[config.mk]
export PLATFORM = sky130hd
export DESIGN_NAME = nic_host_regs
export DESIGN_NICKNAME = d
export VERILOG_FILES = /design/src/rtl/nic_host_regs_pkg.sv /design/src/rtl/nhr_bank_decode.sv /design/src/rtl/nhr_irq_block.sv /design/src/rtl/nhr_buf_port.sv /design/src/rtl/nic_host_regs.sv
export SDC_FILE = /design/constraint.sdc
export NUM_CORES = 1
export LEC_CHECK = 0
export ABC_AREA = 1
export BUFFER_PORTS_ARGS = -buffer_cell sky130_fd_sc_hd__buf_4
export CAP_MARGIN = 10
export CORE_MARGIN = 2
export CORE_UTILIZATION = 40
export DETAILED_ROUTE_END_ITERATION = 6
export PLACE_DENSITY = 0.7
export RECOVER_POWER = 25
export SYNTH_ARGS = -nofsm -noshare
export SYNTH_HDL_FRONTEND = slang
export SYNTH_HIERARCHICAL = 1
export SYNTH_SLANG_ARGS = --single-unit
[constraint.sdc]
create_clock -name clk -period 1.96 [get_ports clk]
set_input_delay 0.392 -clock clk [delete_from_list [all_inputs] [get_ports clk]]
set_output_delay 0.392 -clock clk [all_outputs]
set_load 0.05 [all_outputs]
[src/rtl/nic_host_regs_pkg.sv]
`timescale 1ns/1ps
package nic_host_regs_pkg;

    localparam int OFF_W   = 4;
    localparam int WORD_W  = 16;
    localparam int EVT_N   = 4;
    localparam int CMD_N   = 6;

    typedef enum logic [1:0] {
        BANK_0 = 2'd0,
        BANK_1 = 2'd1,
        BANK_2 = 2'd2,
        BANK_3 = 2'd3
    } bank_e;

    localparam logic [OFF_W-1:0] OFF_CTRL  = 4'h0;
    localparam logic [OFF_W-1:0] OFF_STAT  = 4'h1;
    localparam logic [OFF_W-1:0] OFF_IDENT = 4'h2;
    localparam logic [OFF_W-1:0] OFF_MASK  = 4'h3;
    localparam logic [OFF_W-1:0] OFF_HPTR  = 4'hC;
    localparam logic [OFF_W-1:0] OFF_DPORT = 4'hE;

    // strobe bit positions
    localparam int CI_XMIT    = 0;
    localparam int CI_RXEN    = 1;
    localparam int CI_RXDIS   = 2;
    localparam int CI_RXSTOP  = 3;
    localparam int CI_FULLRST = 4;
    localparam int CI_SELRST  = 5;

    localparam logic [5:0] IDENT_SIG = 6'h24;

    typedef struct packed {
        logic               rd;
        logic               wr;
        logic [OFF_W-1:0]   off;
        logic [WORD_W-1:0]  wdata;
    } host_acc_t;

    function automatic logic [5:0] cmd_code(input int idx);
        case (idx)
            CI_XMIT:    return 6'h04;
            CI_RXEN:    return 6'h08;
            CI_RXDIS:   return 6'h0A;
            CI_RXSTOP:  return 6'h0B;
            CI_FULLRST: return 6'h0E;
            default:    return 6'h1E;
        endcase
    endfunction

    function automatic logic [7:0] ident_byte(input logic [1:0] cnt);
        return {cnt, IDENT_SIG};
    endfunction

endpackage

[src/rtl/nhr_bank_decode.sv]
`timescale 1ns/1ps
module nhr_bank_decode
    import nic_host_regs_pkg::*;
(
    input  logic             clk,
    input  logic             rst,
    input  host_acc_t        acc,
    output bank_e            bank_q,
    output logic [CMD_N-1:0] cmd_q,
    output logic             full_rst_now
);
    logic             wr_ctrl;
    logic             in_b0;
    logic [CMD_N-1:0] hit;

    assign wr_ctrl = acc.wr && (acc.off == OFF_CTRL);
    assign in_b0   = (bank_q == BANK_0);

    for (genvar g = 0; g < CMD_N; g++) begin : g_cmd
        assign hit[g] = wr_ctrl && in_b0 && (acc.wdata[5:0] == cmd_code(g));
    end

    assign full_rst_now = hit[CI_FULLRST];

    always_ff @(posedge clk) begin
        if (rst) begin
            bank_q <= BANK_0;
            cmd_q  <= '0;
        end else begin
            cmd_q <= hit;
            if (full_rst_now)
                bank_q <= BANK_0;
            else if (wr_ctrl)
                bank_q <= bank_e'(acc.wdata[7:6]);
        end
    end
endmodule

[src/rtl/nhr_irq_block.sv]
`timescale 1ns/1ps
module nhr_irq_block
    import nic_host_regs_pkg::*;
(
    input  logic             clk,
    input  logic             rst,
    input  logic             clr_all,
    input  logic             wr_stat,
    input  logic             wr_mask,
    input  logic [EVT_N-1:0] wbits,
    input  logic [EVT_N-1:0] evt,
    output logic [EVT_N-1:0] stat_q,
    output logic [EVT_N-1:0] mask_q,
    output logic             irq
);
    logic [EVT_N-1:0] clr_bits;

    assign clr_bits = wr_stat ? wbits : '0;

    always_ff @(posedge clk) begin
        if (rst || clr_all) begin
            stat_q <= '0;
            mask_q <= '0;
        end else begin
            stat_q <= (stat_q & ~clr_bits) | evt;
            if (wr_mask)
                mask_q <= wbits;
        end
    end

    assign irq = |(stat_q & ~mask_q);
endmodule

[src/rtl/nhr_buf_port.sv]
`timescale 1ns/1ps
module nhr_buf_port
    import nic_host_regs_pkg::*;
#(
    parameter int BUF_AW = 15
) (
    input  logic              clk,
    input  logic              rst,
    input  logic              wr_ptr,
    input  logic              dp_rd,
    input  logic              dp_wr,
    input  logic [WORD_W-1:0] wdata,
    output logic [BUF_AW-1:0] ptr,
    output logic              ram_we,
    output logic [WORD_W-1:0] ram_wdata
);
    localparam int WIX_W = BUF_AW - 1;

    logic [WIX_W-1:0] wix_q;

    always_ff @(posedge clk) begin
        if (rst)
            wix_q <= '0;
        else if (wr_ptr)
            wix_q <= wdata[BUF_AW-1:1];
        else if (dp_rd || dp_wr)
            wix_q <= wix_q + 1'b1;
    end

    assign ptr       = {wix_q, 1'b0};
    assign ram_we    = dp_wr;
    assign ram_wdata = wdata;
endmodule

[src/rtl/nic_host_regs.sv]
`timescale 1ns/1ps
module nic_host_regs
    import nic_host_regs_pkg::*;
#(
    parameter int BUF_AW = 15
) (
    input  logic              clk,
    input  logic              rst,
    input  logic [3:0]        hst_off,
    input  logic              hst_rd,
    input  logic              hst_wr,
    input  logic [15:0]       hst_wdata,
    output logic [15:0]       hst_rdata,
    input  logic [3:0]        evt_set,
    output logic [5:0]        cmd_pulse,
    output logic              irq,
    output logic [BUF_AW-1:0] ram_addr,
    output logic              ram_we,
    output logic [15:0]       ram_wdata,
    input  logic [15:0]       ram_rdata
);
    host_acc_t        acc;
    bank_e            bank_q;
    logic             full_rst_now;
    logic             in_b0;
    logic [EVT_N-1:0] stat_q;
    logic [EVT_N-1:0] mask_q;
    logic [1:0]       id_cnt_q;
    logic             id_rd;

    assign acc = '{rd: hst_rd, wr: hst_wr, off: hst_off, wdata: hst_wdata};

    nhr_bank_decode u_bank (
        .clk          (clk),
        .rst          (rst),
        .acc          (acc),
        .bank_q       (bank_q),
        .cmd_q        (cmd_pulse),
        .full_rst_now (full_rst_now)
    );

    assign in_b0 = (bank_q == BANK_0);

    nhr_irq_block u_irq (
        .clk     (clk),
        .rst     (rst),
        .clr_all (full_rst_now),
        .wr_stat (hst_wr && in_b0 && hst_off == OFF_STAT),
        .wr_mask (hst_wr && in_b0 && hst_off == OFF_MASK),
        .wbits   (hst_wdata[EVT_N-1:0]),
        .evt     (evt_set),
        .stat_q  (stat_q),
        .mask_q  (mask_q),
        .irq     (irq)
    );

    nhr_buf_port #(.BUF_AW(BUF_AW)) u_buf (
        .clk       (clk),
        .rst       (rst),
        .wr_ptr    (hst_wr && in_b0 && hst_off == OFF_HPTR),
        .dp_rd     (hst_rd && in_b0 && hst_off == OFF_DPORT),
        .dp_wr     (hst_wr && in_b0 && hst_off == OFF_DPORT),
        .wdata     (hst_wdata),
        .ptr       (ram_addr),
        .ram_we    (ram_we),
        .ram_wdata (ram_wdata)
    );

    // detection counter
    assign id_rd = hst_rd && in_b0 && (hst_off == OFF_IDENT);

    always_ff @(posedge clk) begin
        if (rst)
            id_cnt_q <= '0;
        else if (id_rd)
            id_cnt_q <= id_cnt_q + 2'd1;
    end

    // read multiplexer
    always_comb begin
        hst_rdata = '0;
        if (hst_off == OFF_CTRL) begin
            hst_rdata = {8'h00, bank_q, 6'h00};
        end else if (in_b0) begin
            case (hst_off)
                OFF_STAT:  hst_rdata = {12'h000, stat_q};
                OFF_IDENT: hst_rdata = {8'h00, ident_byte(id_cnt_q)};
                OFF_MASK:  hst_rdata = {12'h000, mask_q};
                OFF_HPTR:  hst_rdata = 16'(ram_addr);
                OFF_DPORT: hst_rdata = ram_rdata;
                default:   hst_rdata = '0;
            endcase
        end
    end
endmodule

# == Yosys cells after proc, flatten, opt, wreduce, memory -nomap -nowiden ==
# Index checks and enable logic that the tools add are counted.
# classes
n_mux,6
reduce_logical,23
n_bitwise,5
addsub,2
eq_ne,11
# ops
cell,n
$pmux W16 S5,1
$mux W16,2
$mux W14,2
$eq A6 B4 Y1 const B,4
$logic_and A1 B1 Y1,16
$add A14 B1 Y14 const B,1
$and A4 B4 Y4,2
$eq A4 B2 Y1 const B,2
$eq A4 B4 Y1 const B,2
$not A4 Y4,2
$eq A6 B3 Y1 const B,1
$eq A6 B5 Y1 const B,1
$eq A4 B1 Y1 const B,1
$logic_not A4 Y1,1
$mux W4,1
$or A4 B4 Y4,1
$reduce_or A4 Y1,1
$add A2 B1 Y2 const B,1
$logic_not A2 Y1,1
$logic_or A1 B1 Y1,2
$reduce_bool A2 Y1,1
$reduce_or A2 Y1,1
# word_totals
word_cells,53
out_inout_bits,55
in_bits,44
regBits,32

# == Depth between registers and ports, before layout ==
# logic_depth
ltp_word,7
depth_mapped,14
depth_no_buf,11

# == Modules after synthesis ==
# Netlist, hierarchy kept.
# by_module_without_submodules
module,n_inst,cells_each,area_per_inst_um2,seq_area_each_um2
nhr_buf_port,1,167,1159.9,280.3
nic_host_regs,1,124,593.1,40.0
nhr_bank_decode,1,49,372.9,160.2
nhr_irq_block,1,52,335.3,160.2

# == Worst setup path after synthesis ==
# Ideal clock, no wire load.
# synth_path
path_type,input to output
from,in hst_off[0]
to,out hst_rdata[10]
n_path_buf,2
stages,7
t_arrival_ns,1.784
path_slack_ns,-0.216
required_time_ns,1.568
path_cell_list,buf_2 -> inv_1 -> nand2_1 -> nor2_2 -> buf_6 -> nand2_1 -> a21oi_1
# synth_between
elab_chain_len,4
elab_cells_between_ends,9
cone_classes,eq/ne (5); mux (3); reduce/logical (1)
# synth_lines
item,line,rtl
from (decl),nic_host_regs.sv:9,"input logic [3:0] hst_off,"
$eq A4 B4 Y1 (tied with other cells),nic_host_regs.sv:85,case (hst_off)
$pmux W16 S5,nic_host_regs.sv:85,
$mux W16,nic_host_regs.sv:84,end else if (in_b0) begin
$mux W16 *,nic_host_regs.sv:82,if (hst_off == OFF_CTRL) begin
to (decl),nic_host_regs.sv:13,"output logic [15:0] hst_rdata,"
# Mark *: on every way between the ends. The rest lies on a longest branch, timed or not.

# == Final worst setup path ==
# layout_path
from,reg u_bank.bank_q[0]
to,out hst_rdata[14]
# layout_between
elab_chain_len,3
# layout_lines
item,line,rtl
from (decl),nhr_bank_decode.sv:8,"output bank_e bank_q,"
from (signal assigned),nhr_bank_decode.sv:34,bank_q <= bank_e'(acc.wdata[7:6]);
$logic_not A2 Y1,nic_host_regs.sv:42,assign in_b0 = (bank_q == BANK_0);
$mux W16,nic_host_regs.sv:84,
$mux W16,nic_host_regs.sv:82,
# No other way between the ends.

==> flow_summary.toml <==
[cts]
cts_tree = "yes"
cts_buffers = 5
insertion_delay_ns = 0.28
hold_buffers = 0
post_cts_buffers = 0
cts_buffer_depth = 2
clock-sinks = 32
root_buffer = "clkbuf_8"
htreeDepth = 2
clk_pin_slew_ns = 0.06

[logic_synthesis]
yosys-top-cells-area = "dfxtp_1, nand2_1, nor2_1"
synth.most_common_cell = "nand2_1"
synth_nets = 437
seq_area_frac_synth = 0.260
asyncSetResetFlopFracSynth = 0
synth-edff-count = 0
synth-main-ff-cell = "dfxtp_1"
netlist.area_leader.share = 0.260
ys_warn_count = 6
synthTopCellsByCount = "nand2_1, nor2_1, inv_1"
synth_seq_cells = 32
netlist.top_cell.by_area = "dfxtp_1"
synth_area_per_cell_um2 = 6.28
ys_types = 39
syn_inst = 392
syn-cell-area_um2 = 2460

[timing]
finClkSkew_ns = 0.00555
slew_headroom = 0.578
timing.final.ws_setup_ns = 0.122
rsz0062_at_grt = "false"
worst_pin_slew_ns = 0.628
min_period_ns = 1.84
finalMaxSlewViolations = 0
finalSetupViolations = 0
hold_viol_final = 0
timing.final.crit_share = 0.938
fmax_ghz = 0.544
finalSetupTns_ns = 0

[grt]
grt_pass1_wl_um = 11200
grt_pass1_vias = 2467
grt_usage = 0.212
antenna_found_initial = 0
grt_max_degree = 21
globalRoute.totalOverflow = 0

[power]
power.density_nw_per_um2 = 512
p_leak_nw = 1.44
ir_drop_v = 0.000311

[route]
drt_iter0_markers = 109
viasPerCell = 4.97
wl_per_cell_um = 12.7
dr.pass1.iters = 4
dr_total_vias = 2756
ant_nets = 0
drcViolationCount = 0
routed_wl_um = 7060

[placement]
placed_cells_incl_taps = 546
hpwl_um = 5580
dpl_cell_area_um2 = 3200
detailedPlace.worstSlack_ns = 0.130
io_buffers = 95
place_congestion = 0.799

[run]
drv_cap = 0

[worst_setup_path]
timing.rr.end = "u_buf/wix_q[2]$_SDFFE_PP0P_"
cp.required_ns = 1.57
arrival_ns = 1.45
r2r_start = "u_bank/bank_q[0]$_SDFFE_PP0P_"
worstSetupStartpoint = "u_bank/bank_q[0]$_SDFFE_PP0P_"
crit_path_start_kind = "flop"
rrSetupSlack_ns = 0.25
endpoint_kind = "output pin"
path_class = "flop to output pin"
cp_max_fo = 9
reg2reg_depth = 10

[floorplanning]
core_um2 = 5920
rows = 28
die_w_um = 82.4
die_area_um2 = 6800
die_y_um = 82.4
pin_count = 99
start_util = 0.416

[final_layout]
antennaDiodeCount = 0
nets = 523
fillers = 620
fin_util = 0.550
final_area_um2 = 3250
drive_gt1_frac = 0.315
instances_no_fill = 554
areaGrowthSynthToFinish_pct = 32.2

[min_path]
whs_endpoint = "u_irq/stat_q[0]$_SDFF_PP0_"
hold_depth = 3
hp-start = "evt_set[0]"
holdCritPathClass = "input port to flop"

[run_status]
status = "complete, no violations"
==> worst max-delay path by stage <==
stage,to,slack [ns],depth (start not counted)
finish,hst_rdata[14],0.12,6
detailed placement,hst_rdata[3],0.13,8
global placement,hst_rdata[1],0.15,8
CTS,hst_rdata[4],0.08,6
floorplan,hst_rdata[12],0.04,4
global route,hst_rdata[2],0.01,8
==> routing by layer <==
layer  share of wire  track usage  wire length [um]  vias to the layer above
li1                -            -                 -                     1417
met1            0.45        0.275              3200                     1240
met2            0.47        0.364              3330                       96
met3           0.070       0.0424               492                        3
met4          0.0045       0.0450                32                        0
met5               0            0                 0                        -
==> where the power goes <==
group          internal (mW)  leakage [nW]  total, mW  switching, mW
clock network          0.377        0.0552      0.619          0.242
logic                  0.123          1.13      0.374          0.251
registers              0.661         0.259      0.674         0.0122
total                   1.16          1.44       1.67          0.505
==> cell usage in the layout (no fill, tap or decap), drive strengths merged <==
master	n
or2	1
a21oi	29
bufinv	1
inv	43
nand3	41
nand3b	2
clkbuf	21
nor3b	1
o21bai	1
nor2	69
nor3	5
dfxtp	32
xor2	1
a211oi	3
clkinv	2
nor4	1
buf	92
nand4	9
nand2	113
o31ai	2
ha	1
a311oi	2
o211ai	3
o21ai	2
conb	1
a22o	1
==> state kept, by name (all words and copies together), names as in the netlist <==
register,flops
id_cnt_q,2
u_bank/bank_q,2
u_bank/cmd_q,6
u_buf/wix_q,14
u_irq/mask_q,4
u_irq/stat_q,4
==> cell families after synthesis <==
| family | count (synthesis) | share of synthesized area |
|---|---|---|
| compound gates | 43 | 0.111 |
| other cells | 1 | 0.00152 |
| buf+inv | 72 | 0.155 |
| simple gates | 242 | 0.464 |
| xor+xnor | 1 | 0.00356 |
| flops | 32 | 0.260 |
| fa+ha+maj | 1 | 0.00508 |
==> through the flow <==
step / hold WS, ns / power [mW]
after floorplan: 0.452 / 0.945
after CTS: 0.346 / 1.70
after global placement: 0.468 / 1.07
final: 0.356 / 1.67
after detailed placement: 0.480 / 1.08
after global routing: 0.363 / 1.75
==> area by class of cell <==
cell class | count | area (um^2) | area share
Tap cell | 75 | 93.8 | 0.0288
Clock buffer | 6 | 72.6 | 0.0223
Inverter | 44 | 175 | 0.0538
Timing Repair Buffer | 107 | 754 | 0.232
Multi-Input combinational cell | 288 | 1480 | 0.456
Clock inverter | 2 | 35.0 | 0.0108
Sequential cell | 32 | 641 | 0.197
==> worst max-delay path, cell delays in order (launching register included) <==
cell,delay [ns]
dfxtp_1,0.31
buf_4,0.15
inv_1,0.06
nand2_2,0.12
buf_4,0.22
a21oi_2,0.11
buf_4,0.20
==> what timing repair did <==
action / 4_1_cts / 5_1_grt
resized for setup: 1 / 2
endpoints found under the hold margin: 0 / 0
endpoints found under the setup margin: 2 / 2
(Power assumes the default switching activity.)
